<file path="src/rtl/aw_pkg.sv">
// Package: shared defaults and the walk-mode encoding for the payload
// address generator. Assumes nothing beyond standard SystemVerilog.
package aw_pkg;
    localparam int ADDR_W_DEF = 44;
    localparam int LEN_W_DEF  = 32;
    localparam int NFRAG_DEF  = 5;
    localparam int PAGE_W_DEF = 12;

    typedef enum logic {
        MODE_LINES = 1'b0,
        MODE_FRAGS = 1'b1
    } walk_mode_e;
endpackage

</file>
<file path="src/rtl/aw_frag_addr.sv">
// Module: aw_frag_addr
// Builds each fragment's wide address from its 32-bit base and a 12-bit
// extension field. Even fragments use bits 27:16 of their extension word
// shifted by 20. Odd fragments use bits 11:0 shifted by 8.
// Assumes NEXT = (NFRAG+1)/2 extension words. Purely combinational.
module aw_frag_addr #(
    parameter int ADDR_W = 44,
    parameter int NFRAG  = 5,
    parameter int NEXT   = (NFRAG + 1) / 2
) (
    input  logic [NFRAG*32-1:0]     bases,
    input  logic [NEXT*32-1:0]      exts,
    output logic [NFRAG*ADDR_W-1:0] frag_addr
);
    logic unused_exts;
    assign unused_exts = ^exts;

    // One adder per fragment; the extension field position depends on parity
    for (genvar i = 0; i < NFRAG; i++) begin : g_frag
        localparam int K = (i + 1) / 2;
        if (i % 2 == 0) begin : g_hi
            assign frag_addr[i*ADDR_W +: ADDR_W] =
                ADDR_W'(bases[i*32 +: 32]) + (ADDR_W'(exts[K*32+16 +: 12]) << 20);
        end else begin : g_lo
            assign frag_addr[i*ADDR_W +: ADDR_W] =
                ADDR_W'(bases[i*32 +: 32]) + (ADDR_W'(exts[K*32 +: 12]) << 8);
        end
    end
endmodule

</file>
<file path="src/rtl/aw_len_calc.sv">
// Module: aw_len_calc
// Computes the length of the current request. The raw length is the line
// size in line mode, or the distance to the next page boundary in fragment
// mode. The result is the raw length clipped to the remaining byte count.
// Purely combinational; assumes LEN_W > PAGE_W.
module aw_len_calc #(
    parameter int ADDR_W = 44,
    parameter int LEN_W  = 32,
    parameter int PAGE_W = 12
) (
    input  aw_pkg::walk_mode_e mode,
    input  logic [ADDR_W-1:0]  cur_addr,
    input  logic [LEN_W-1:0]   remaining,
    input  logic [17:0]        line_size,
    output logic [LEN_W-1:0]   req_len
);
    localparam logic [LEN_W-1:0] PAGE_BYTES = LEN_W'(1) << PAGE_W;

    logic [LEN_W-1:0] page_len;
    logic [LEN_W-1:0] raw_len;
    logic unused_addr;
    assign unused_addr = ^cur_addr[ADDR_W-1:PAGE_W];

    // Pick the raw length for the mode, then clip it to what is left
    always_comb begin
        page_len = PAGE_BYTES - LEN_W'(cur_addr[PAGE_W-1:0]);
        raw_len  = (mode == aw_pkg::MODE_FRAGS) ? page_len : LEN_W'(line_size);
        req_len  = (raw_len < remaining) ? raw_len : remaining;
    end
endmodule

</file>
<file path="src/rtl/aw_walk_ctrl.sv">
// Module: aw_walk_ctrl
// Walk sequencer. At start it captures the configuration, then presents
// one request per handshake until the count is used up, the fragment list
// is exhausted, or a read error arrives. Assumes rd_err is meaningful only
// while busy.
module aw_walk_ctrl #(
    parameter int ADDR_W = 44,
    parameter int LEN_W  = 32,
    parameter int NFRAG  = 5,
    parameter int IDX_W  = $clog2(NFRAG)
) (
    input  logic                    clk,
    input  logic                    rst_n,
    input  logic                    start,
    input  logic                    mode_frag,
    input  logic [31:0]             size_stride,
    input  logic [LEN_W-1:0]        xfer_size,
    input  logic [NFRAG*ADDR_W-1:0] frag_addr,
    input  logic                    req_ready,
    input  logic                    rd_err,
    input  logic [LEN_W-1:0]        req_len,
    output logic                    busy,
    output aw_pkg::walk_mode_e      mode_q,
    output logic [ADDR_W-1:0]       cur_addr,
    output logic [LEN_W-1:0]        remaining,
    output logic [17:0]             line_q,
    output logic                    done,
    output logic                    data_err
);
    logic [ADDR_W-1:0] frag_q [NFRAG];
    logic [ADDR_W-1:0] stride_q;
    logic [IDX_W-1:0]  idx_q;
    logic [IDX_W-1:0]  nxt_idx;
    logic              fire;
    logic              last_req;

    assign nxt_idx  = idx_q + 1'b1;
    assign fire     = busy && req_ready;
    assign last_req = (remaining == req_len) ||
                      (mode_q == aw_pkg::MODE_FRAGS && idx_q == IDX_W'(NFRAG - 1));

    // Sequencer: capture at start, advance on accept, abort on read error
    always_ff @(posedge clk) begin
        if (!rst_n) begin
            busy      <= 1'b0;
            mode_q    <= aw_pkg::MODE_LINES;
            cur_addr  <= '0;
            remaining <= '0;
            line_q    <= '0;
            stride_q  <= '0;
            idx_q     <= '0;
            done      <= 1'b0;
            data_err  <= 1'b0;
            for (int i = 0; i < NFRAG; i++) frag_q[i] <= '0;
        end else begin
            done     <= 1'b0;
            data_err <= 1'b0;
            if (!busy) begin
                if (start) begin
                    mode_q    <= aw_pkg::walk_mode_e'(mode_frag);
                    line_q    <= size_stride[17:0];
                    stride_q  <= ADDR_W'(size_stride[31:18]) << 4;
                    remaining <= xfer_size;
                    cur_addr  <= frag_addr[0 +: ADDR_W];
                    idx_q     <= '0;
                    for (int i = 0; i < NFRAG; i++)
                        frag_q[i] <= frag_addr[i*ADDR_W +: ADDR_W];
                    if (xfer_size == '0) begin
                        done <= 1'b1;
                    end else if (!mode_frag && size_stride[17:0] == 18'd0) begin
                        done     <= 1'b1;
                        data_err <= 1'b1;
                    end else begin
                        busy <= 1'b1;
                    end
                end
            end else if (rd_err) begin
                busy     <= 1'b0;
                done     <= 1'b1;
                data_err <= 1'b1;
            end else if (fire) begin
                remaining <= remaining - req_len;
                if (last_req) begin
                    busy <= 1'b0;
                    done <= 1'b1;
                end else begin
                    idx_q    <= nxt_idx;
                    cur_addr <= (mode_q == aw_pkg::MODE_FRAGS) ? frag_q[nxt_idx]
                                                               : cur_addr + stride_q;
                end
            end
        end
    end
endmodule

</file>
<file path="src/rtl/payload_addr_gen.sv">
// Module: payload_addr_gen (top)
// Source read request generator for a descriptor-driven payload fetch.
// It joins the fragment address builder, the length calculator and the
// walk sequencer. Requests use a valid/ready handshake. Assumes the client
// reports read failures on rd_err while a walk runs.
module payload_addr_gen #(
    parameter int ADDR_W = aw_pkg::ADDR_W_DEF,
    parameter int LEN_W  = aw_pkg::LEN_W_DEF,
    parameter int NFRAG  = aw_pkg::NFRAG_DEF,
    parameter int PAGE_W = aw_pkg::PAGE_W_DEF,
    parameter int NEXT   = (NFRAG + 1) / 2
) (
    input  logic                clk,
    input  logic                rst_n,
    input  logic                start,
    input  logic                mode_frag,
    input  logic [31:0]         size_stride,
    input  logic [LEN_W-1:0]    xfer_size,
    input  logic [NFRAG*32-1:0] src_base,
    input  logic [NEXT*32-1:0]  src_ext,
    output logic                req_valid,
    input  logic                req_ready,
    output logic [ADDR_W-1:0]   req_addr,
    output logic [LEN_W-1:0]    req_len,
    input  logic                rd_err,
    output logic                done,
    output logic                data_err
);
    logic [NFRAG*ADDR_W-1:0] frag_addr;
    logic                    busy;
    aw_pkg::walk_mode_e      mode_q;
    logic [ADDR_W-1:0]       cur_addr;
    logic [LEN_W-1:0]        remaining;
    logic [17:0]             line_q;

    aw_frag_addr #(.ADDR_W(ADDR_W), .NFRAG(NFRAG), .NEXT(NEXT)) u_frag (
        .bases     (src_base),
        .exts      (src_ext),
        .frag_addr (frag_addr)
    );

    aw_len_calc #(.ADDR_W(ADDR_W), .LEN_W(LEN_W), .PAGE_W(PAGE_W)) u_len (
        .mode      (mode_q),
        .cur_addr  (cur_addr),
        .remaining (remaining),
        .line_size (line_q),
        .req_len   (req_len)
    );

    aw_walk_ctrl #(.ADDR_W(ADDR_W), .LEN_W(LEN_W), .NFRAG(NFRAG)) u_ctrl (
        .clk         (clk),
        .rst_n       (rst_n),
        .start       (start),
        .mode_frag   (mode_frag),
        .size_stride (size_stride),
        .xfer_size   (xfer_size),
        .frag_addr   (frag_addr),
        .req_ready   (req_ready),
        .rd_err      (rd_err),
        .req_len     (req_len),
        .busy        (busy),
        .mode_q      (mode_q),
        .cur_addr    (cur_addr),
        .remaining   (remaining),
        .line_q      (line_q),
        .done        (done),
        .data_err    (data_err)
    );

    assign req_valid = busy;
    assign req_addr  = cur_addr;
endmodule

</file>
<file path="config.mk">
export PLATFORM = sky130hd
export DESIGN_NAME = payload_addr_gen
export DESIGN_NICKNAME = d
export VERILOG_FILES = /design/src/rtl/aw_pkg.sv /design/src/rtl/aw_frag_addr.sv /design/src/rtl/aw_len_calc.sv /design/src/rtl/aw_walk_ctrl.sv /design/src/rtl/payload_addr_gen.sv
export SDC_FILE = /design/constraint.sdc
export NUM_CORES = 1
export LEC_CHECK = 0
export ABC_AREA = 1
export BUFFER_PORTS_ARGS = -buffer_cell sky130_fd_sc_hd__buf_2
export CORE_MARGIN = 2
export CORE_UTILIZATION = 30
export DETAILED_ROUTE_END_ITERATION = 12
export PLACE_DENSITY = 0.49
export REMOVE_ABC_BUFFERS = 1
export SKIP_LAST_GASP = 1
export SLEW_MARGIN = 40
export SYNTH_ARGS = -nofsm -noshare
export SYNTH_HDL_FRONTEND = slang
export SYNTH_SLANG_ARGS = --single-unit
</file>
<file path="constraint.sdc">
create_clock -name clk -period 5.85 [get_ports clk]
set_clock_uncertainty 0.2 [all_clocks]
set_input_delay 0.2925 -clock clk [delete_from_list [all_inputs] [get_ports clk]]
set_output_delay 0.2925 -clock clk [all_outputs]
set_load 0.02 [all_outputs]
</file>
# [Word-level counts from Yosys, hierarchy flattened]
# Memories as Yosys holds them, arrays and structs flattened.
# Cells that the tools add are included.
[classes] n_mux=45 reduce_logical=11 n_lt_le_gt_ge=1 n_eq_ne=5 bitwise_logic=6 addsub=9
[op_table] operator="44-bit two-way mux" n=6
[op_table] operator="32-bit two-way mux" n=6
[op_table] operator="33-bit two-way mux" n=5
[op_table] operator="32-bit by 32-bit adder with 33-bit output" n=3
[op_table] operator="32-bit by 20-bit adder with 33-bit output" n=2
[op_table] operator="44-bit by 18-bit adder with 44-bit output" n=1
[op_table] operator="32-bit == test" n=1
[op_table] operator="32-bit logical NOT" n=1
[op_table] operator="32-bit < comparator" n=1
[op_table] operator="32-bit subtractor" n=1
[op_table] operator="1-bit two-way mux" n=23
[op_table] operator="18-bit logical NOT" n=1
[op_table] operator="3-bit two-way mux" n=5
[op_table] operator="13-bit by 12-bit subtractor with 14-bit output, first input constant" n=1
[op_table] operator="2-bit inequality test, second input constant" n=3
[op_table] operator="1-bit OR" n=5
[op_table] operator="4-bit AND reduction" n=1
[op_table] operator="3-bit by 1-bit adder with 3-bit output, second input constant" n=1
[op_table] operator="3-bit == test, second input constant" n=1
[op_table] operator="1-bit logical AND" n=3
[op_table] operator="3-bit AND reduction" n=1
[op_table] operator="2-bit AND reduction" n=1
[op_table] operator="2-bit nonzero test" n=1
[op_table] operator="1-bit logical NOT" n=1
[op_table] operator="2 further kinds" n=2
[totals] out_inout_bits=79 word_cells=87 in_bits=326 memories=1 register_bits=115 ram_bits=165
[memory_table] name="u_ctrl.frag_q" depth=5 word_bits=33 rd=1 rd_ports_with_merged_regs=0 wr=5 line="aw_walk_ctrl.sv:30" rtl="logic [ADDR_W-1:0] frag_q [NFRAG];"

# [Depth between registers and ports, before layout]
# Gate-level depths: netlist (run 1).
[depth] word_depth=10 mapped_depth=36 ltp_nobuf=36

# [By module]
# Synthesis (run 1) repeated with hierarchy kept, for this count alone.
[unflattened] cells_unflattened=3750 hier_area_um2=25680.9
[modules_own_cells] module="aw_walk_ctrl" area_per_inst_um2=19282.2 n_inst=1 cells_each=2619 seq_area_each_um2=8908.5
[modules_own_cells] module="aw_frag_addr" area_per_inst_um2=5042.3 n_inst=1 cells_each=892 seq_area_each_um2=0.0
[modules_own_cells] module="aw_len_calc" area_per_inst_um2=1356.3 n_inst=1 cells_each=239 seq_area_each_um2=0.0

# [Worst setup path before layout (run 1)]
# Ideal clock, no wire load.
[synth_timing] path_type="register to register" startpoint="register u_ctrl.busy" endpoint="memory u_ctrl.frag_q[0][0] (netlist bit), enable pin" required_ps=5057 setup_time_ps=593 path_slack_ps=-416 synth_period_minus_slack_ps=6266 path_buffers=1 t_arrival_ps=5472 stages_incl_launch_ff=5 cell_sequence="dfxtp_1 inv_2 nand2_1 nand2_1 clkbuf_1"
[synth_rtl] item="start, declared" line="aw_walk_ctrl.sv:22" rtl="output logic busy,"
[synth_rtl] item="start signal, assigned" line="aw_walk_ctrl.sv:45" rtl="busy <= 1'b0;"
[synth_rtl] item="start signal, assigned" line="aw_walk_ctrl.sv:74" rtl="busy <= 1'b1;"
[synth_rtl] item="start signal, assigned" line="aw_walk_ctrl.sv:78" rtl="busy <= 1'b0;"
[synth_rtl] item="end, declared" line="aw_walk_ctrl.sv:30"

# [Worst setup path in the final report (run 1)]
[layout_timing] startpoint="register u_ctrl.cur_addr[2]" endpoint="register u_ctrl.busy"
[layout_via] elab_chain_len=10
[layout_rtl] item="start, declared" line="aw_walk_ctrl.sv:24" rtl="output logic [ADDR_W-1:0] cur_addr,"
[layout_rtl] item="start signal, assigned" line="aw_walk_ctrl.sv:64" rtl="cur_addr <= frag_addr[0 +: ADDR_W];"
[layout_rtl] item="start signal, assigned" line="aw_walk_ctrl.sv:88" rtl="cur_addr <= (mode_q == aw_pkg::MODE_FRAGS) ? frag_q[nxt_idx]"
[layout_rtl] item="13-bit by 12-bit subtractor with 14-bit output *" line="aw_len_calc.sv:26" rtl="page_len = PAGE_BYTES - LEN_W'(cur_addr[PAGE_W-1:0]);"
[layout_rtl] item="32-bit two-way mux *" line="aw_len_calc.sv:27" rtl="raw_len = (mode == aw_pkg::MODE_FRAGS) ? page_len : LEN_W'(line_size);"
[layout_rtl] item="32-bit < comparator" line="aw_len_calc.sv:28" rtl="req_len = (raw_len < remaining) ? raw_len : remaining;"
[layout_rtl] item="32-bit two-way mux *" line="aw_len_calc.sv:28"
[layout_rtl] item="32-bit == test *" line="aw_walk_ctrl.sv:39" rtl="assign last_req = (remaining == req_len) ||"
[layout_rtl] item="1-bit logical OR *" line="aw_walk_ctrl.sv:39"
[layout_rtl] item="1-bit two-way mux *" line="aw_walk_ctrl.sv:83" rtl="if (last_req) begin"
[layout_rtl] item="1-bit two-way mux *" line="aw_walk_ctrl.sv:81" rtl="end else if (fire) begin"
[layout_rtl] item="1-bit two-way mux *" line="aw_walk_ctrl.sv:77" rtl="end else if (rd_err) begin"
[layout_rtl] item="1-bit two-way mux *" line="aw_walk_ctrl.sv:58" rtl="if (!busy) begin"
[layout_rtl] item="end signal, assigned" line="aw_walk_ctrl.sv:74"
[layout_rtl] item="end signal, assigned" line="aw_walk_ctrl.sv:78"
[layout_rtl] item="end signal, assigned" line="aw_walk_ctrl.sv:84" rtl="busy <= 1'b0;"
# Every way passes the cells marked *; elsewhere a longest branch is shown, timed or not.
# A chain may end at the register's enable or synchronous reset.

==> results of run 1 <==
report_power, final:
| part | internal [mW] | switching, mW | leakage, nW |
|---|---|---|---|
| registers | 2.26 | 0.111 | 2.74 |
| clock network | 1.47 | 0.970 | 0.626 |
| logic | 0.702 | 1.28 | 9.47 |
| total | 4.43 | 2.36 | 12.8 |
cell families (layout without fill, tap and decap cells):
logic type	after synthesis	in the layout	synth area share, %
fa+ha+maj	119	119	7.520
simple gates	1515	1515	30.67
compound gates	558	558	15.10
other cells	1	14	0.01830
xor+xnor	26	26	1.111
buf+inv	522	1039	10.18
flops	280	280	35.40
flip-flops by register name, indices dropped and copies added (netlist names):
register and count:
u_ctrl.cur_addr 44, u_ctrl.idx_q 3, u_ctrl.data_err 1, u_ctrl.stride_q 14
u_ctrl.line_q 18, u_ctrl.busy 1, u_ctrl.frag_q 165, u_ctrl.mode_q 1
u_ctrl.done 1, u_ctrl.remaining 32
what timing repair did:
action,in CTS,in global routing
gates resized for setup,0,7
setup endpoints to repair,0,32
endpoints found under the hold margin,189,0
hold buffers,177,0
buffers inserted,0,1
path summary, 6_finish.rpt:
check,end,slack [ps]
setup / recovery,u_ctrl.busy$_SDFF_PN0_,470
hold / removal,u_ctrl.frag_q[4][32]$_SDFFCE_PN0P_,30
setup reg to reg,u_ctrl.busy$_SDFF_PN0_,470
hold reg to reg,u_ctrl.line_q[6]$_SDFFE_PN0P_,270
layer usage:
layer,part of all wire [%],wire length [microns],GRT usage (%)
met5,0.014,11,0
met4,2.5,1957,5.757
met3,5.5,4307,3.666
met2,48,37920,38.11
met1,44,34040,27.25
layout make-up:
cell class | instances | area, sq um
fill | 7111 | 41110
multi-input combinational | 2232 | 11260
sequential | 280 | 7263
timing repair buffer | 568 | 3881
inverter | 403 | 1515
tap | 873 | 1092
clock buffer | 47 | 1016
clock inverter | 21 | 259.0
worst max-delay path, delay by kind of cell, from the launching register on:
| kind | cells | cell delay [ps] |
|---|---|---|
| AO/OA/AOI/OAI | 5 | 790 |
| flip-flops | 1 | 360 |
| buffers and inverters | 3 | 820 |
| AND/OR/NAND/NOR | 19 | 2370 |
| adder cells (fa/ha/maj) | 2 | 720 |
metrics by stage:
step / TNS, ps / utilization, % / instance area (sq um) / total power [mW] / cells
global route: -8.200 / 39.00 / 26290 / 7.189 / 4424
CTS: 0 / 38.90 / 26220 / 6.852 / 4422
detailed placement: 0 / 34.38 / 23170 / 4.288 / 4177
floorplan: -397100 / - / 19970 / 3.595 / 2915
finish: 0 / 39.00 / 26290 / 6.791 / 4424
global placement: 0 / 34.32 / 23130 / 4.288 / 4176
cell usage in the layout (no fill, tap or decap), types with 12 or more instances in the layout:
master | synthesis | final
o21ai_0 | 225 | 224
clkbuf_16 | 0 | 39
nand3_1 | 230 | 230
o21a_1 | 13 | 13
buf_4 | 18 | 32
dfxtp_1 | 115 | 112
buf_2 | 26 | 354
dlygate4sd3_1 | 0 | 177
o22ai_1 | 18 | 18
ha_1 | 112 | 112
a21o_1 | 16 | 16
nor3_1 | 36 | 34
o211ai_1 | 13 | 13
nand3b_1 | 13 | 13
nor2_1 | 385 | 385
a21oi_1 | 214 | 214
nor4_1 | 14 | 12
nand4_1 | 39 | 39
inv_1 | 396 | 394
nand2_1 | 769 | 768
conb_1 | 1 | 14
xor2_1 | 21 | 21
edfxtp_1 | 165 | 165
==> results.tsv, run 1 <==
metric	value	unit
Setup WS pre-CTS	442.8	ps
Synth top area share	24.17	%
DR WL/cell	17.68	microns
worst setup margin	470.3	ps
dominant synthesized flop cell	edfxtp_1	
min Tclk post-route	5380	ps
Chip Height	265.4	microns
GPL Wtd Cong	0.9252	
wirelength, routed	78230	microns
initial antenna violation count	3	
clk root buf	clkbuf_16	
maximum clock insertion buffer count	3	
Synth Warn #	0	
Tightest Pin Transition	825.6	ps
Congestion Overflow GR	0	
worst hold slack	25.31	ps
sequential area share after synthesis	35.40	%
WS Path Type	flip-flop to flip-flop	
slew margin rel.	44.82	%
Pre-Repair DR Iteration Count	7	
Worst path most repeated cell	nand2_1	
Yosys reg bits	280	
most frequent cell after synthesis	nand2_1	
CTS tree	yes	
CP required	6090	ps
Total Die Area	70430	sq um
cts bufs inserted	38	
vias	21484	
antenna diode count	0	
top-level port count	405	
P&R area growth vs syn	28.25	%
top post-synthesis cells by count	nand2_1, inv_1, nor2_1	
CP max stage delay	550	ps
post-DP HPWL	58120	microns
Post-Syn Instances	3021	
first-pass GRT wire length	118300	microns
Hold Path Class	primary input to flip-flop	
largest net degree at the start of global routing	146	
Core Area	67400	sq um
max-cap violations	0	
Yosys cell types	51	
Worst VDD drop	0.0002010	V
CP Capture Type	flip-flop	
number of global-route vias before repair	20793	
PwrDens	258.4	nW/um^2
hold path depth	4	
final hold vios	0	
total track usage	21.65	%
Buffers on Ports	354	
Routed Antenna Nets	0	
RR Startpoint	u_ctrl.cur_addr[2]$_SDFFE_PN0P_	
row count	95	
Iteration-0 DRC Markers	1460	
fraction of registers with async set/reset	0	%
Vias/cell	4.856	
run status	complete, no violations	
final-stage net count	3968	
Final Max Slew Viols	0	
top area cells in the synthesized netlist	edfxtp_1, nand2_1, dfxtp_1, inv_1, nor2_1	
# DRC	0	
slowest cell on the critical path	dlygate4sd3_1	
hold_sp	src_ext[91]	
final worst-path cycle share	91.96	%
Static Leak	12.84	nW
Worst-Skew Late Latency	560	ps
critical path launch point	u_ctrl.cur_addr[2]$_SDFFE_PN0P_	
Die X	265.4	microns
layout cells sized above 1	14.02	%
CP Launch Type	flip-flop	
Crit path arrival time	5620	ps
number of flops mapped to enable cells by yosys	165	
Initial Utilization	30.41	%
Setup-failing EPs final	0	
FF-to-FF path depth	29	
clk slew on worst S/H paths	60	ps
CTS sink cnt	280	
Synth area leader	edfxtp_1	
Max Fanout on Critical Path	12	
FMAX	185.9	MHz
H-tree level count	2	
Syn Std Cell Area	20500	sq um
synthesized area per cell	6.785	sq um
No activity file was read; power rests on OpenSTA's default activity.
==> run 2: changes to the inputs <==
Settings changed: CORE_UTILIZATION 30 to 50, PLACE_DENSITY 0.49 to 0.75.
==> results.tsv, run 2 (synthesis gave the netlist of run 1 again) <==
metric	value	unit	change
Finished Cell Area	25530	sq um	was 26290 sq um
worst setup margin	434.8	ps	was 470.3 ps
total track usage	33.17	%	was 21.65%
number of global-route vias before repair	21356		was 20793
maximum clock insertion buffer count	3		unchanged
Max Fanout on Critical Path	21		was 12
final-stage net count	3956		was 3968
first-pass GRT wire length	111200	microns	was 118300 microns
min Tclk post-route	5415	ps	was 5380 ps
Final Max Slew Viols	0		unchanged
clk slew on worst S/H paths	60	ps	about the same
number of flip-flops in the largest register	165		unchanged
max-cap violations	0		unchanged
Pre-Repair DR Iteration Count	7		unchanged
Most flops, register	u_ctrl.frag_q		unchanged
Die X	206.5	microns	was 265.4 microns
Crit path arrival time	5740	ps	was 5620 ps
slew margin rel.	41.05	%	was 44.82%
Vias/cell	5.480		was 4.856
Hold Path Class	primary input to flip-flop		unchanged
Iteration-0 DRC Markers	1940		was 1460
Core Area	40650	sq um	was 67400 sq um
CP max stage delay	410	ps	was 550 ps
vias	22291		was 21484
CP required	6170	ps	was 6090 ps
Total Die Area	42630	sq um	was 70430 sq um
Worst-Skew Late Latency	600	ps	was 560 ps
Placed Area	22690	sq um	was 23170 sq um
DR WL/cell	17.59	microns	was 17.68 microns
top-level port count	405		unchanged
P&R area growth vs syn	24.55	%	was 28.25%
commonest non-fill, non-tap cell in the layout	nand2_1		unchanged
CP Launch Type	flip-flop		unchanged
Congestion Overflow GR	0		unchanged
Setup-failing EPs final	0		unchanged
WS Path Type	flip-flop to flip-flop		unchanged
Routed Antenna Nets	0		unchanged
row count	74		was 95
clk root buf	clkbuf_16		unchanged
GPL Wtd Cong	0.9959		was 0.9252
wirelength, routed	71540	microns	was 78230 microns
# DRC	0		unchanged
Chip Height	206.5	microns	was 265.4 microns
largest net degree at the start of global routing	134		was 146
CTS sink cnt	280		unchanged
Worst VDD drop	0.0001988	V	was 0.0002010 V
commonest non-fill, non-tap cells in the layout	nand2_1, inv_1, nor2_1, buf_2, nand3_1		unchanged
layout cells sized above 1	13.57	%	was 14.02%
Worst path most repeated cell	nand2_1		unchanged
CP Capture Type	flip-flop		unchanged
slowest cell on the critical path	fa_1		was dlygate4sd3_1
cts bufs inserted	31		was 38
initial antenna violation count	0		was 3
Finished Core Util	62.81	%	was 39.00%
Tightest Pin Transition	876.2	ps	was 825.6 ps
CTS tree	yes		unchanged
antenna diode count	0		unchanged
Buffers on Ports	354		unchanged
FMAX	184.7	MHz	was 185.9 MHz
PwrDens	246.1	nW/um^2	was 258.4 nW/um^2
Initial Utilization	50.43	%	was 30.41%
post-DP HPWL	50660	microns	was 58120 microns
final hold vios	0		unchanged
run status	complete, no violations		unchanged
H-tree level count	1		was 2
final worst-path cycle share	92.57	%	was 91.96%
Static Leak	12.65	nW	was 12.84 nW
Setup WS pre-CTS	376.7	ps	was 442.8 ps
Top Registers	u_ctrl.frag_q: 165 flops, u_ctrl.cur_addr: 44 flops, u_ctrl.remaining: 32 flops		unchanged
-- run 2: cell count changes in the layout (fill, tap and decap cells not counted), sizes merged --
cell	previous run	this run
inv	406	405
bufinv	5	2
clkbuf	47	41
dlygate4sd3	177	180
buf	391	383
-- run 2: metal layers --
layer | global-route usage [%] | share of wire, % | vias up
met5 | 0 | 0 | -
met1 | 40.88 | 40 | 10170
li1 | - | - | 10920
met4 | 13.44 | 4.0 | 0
met2 | 56.83 | 47 | 1007
met3 | 6.354 | 8.8 | 194
-- run 2: power breakdown --
part | switching (mW) | internal (mW) | leakage (nW)
clock network | 0.854 | 1.08 | 0.481
registers | 0.114 | 2.26 | 2.74
logic | 1.27 | 0.695 | 9.43
-- run 2: final cells by class --
class / instances / area [sq um]
fill: 3593 / 15120
multi-input combinational: 2232 / 11270
sequential: 280 / 7261
timing repair buffer: 563 / 3840
inverter: 403 / 1515
clock buffer: 41 / 823.3
tap: 532 / 665.6
clock inverter: 17 / 158.9
-- run 2: worst max-delay path, delay by kind of cell, from the launching register on --
family	cells	cell delay, ps
and+or+nand+nor	21	2580
adders and majority gates	4	1130
buffers and inverters	5	790
DFF	1	350
AOI/OAI and AO/OA	2	290
-- run 2: worst paths after layout --
path	to	cells after the start	start	slack, ps
max	u_ctrl.remaining[30]$_SDFFE_PN0P_	32	u_ctrl.cur_addr[0]$_SDFFE_PN0P_	430
min	u_ctrl.done$_SDFF_PN0_	4	req_ready	10
max reg2reg	u_ctrl.remaining[30]$_SDFFE_PN0P_	32	u_ctrl.cur_addr[0]$_SDFFE_PN0P_	430
min reg2reg	u_ctrl.line_q[4]$_SDFFE_PN0P_	2	u_ctrl.line_q[4]$_SDFFE_PN0P_	280
-- run 2: repair_timing --
item	4_1_cts	5_1_grt
endpoints found under the hold margin	195	0
buffers inserted	0	1
setup endpoints to repair	0	40
resized for setup	0	11
hold buffers	180	0
-- run 2: through the flow --
stage	setup TNS, ps	instances	total power, mW	hold WS (ps)
detailed placement	0	3829	4.233	261.8
finish	0	4068	6.283	10.58
global placement	0	3829	4.216	257.1
CTS	0	4067	6.249	1.468
global route	-11.58	4068	6.618	8.982
floorplan	-397100	2915	3.595	190.1
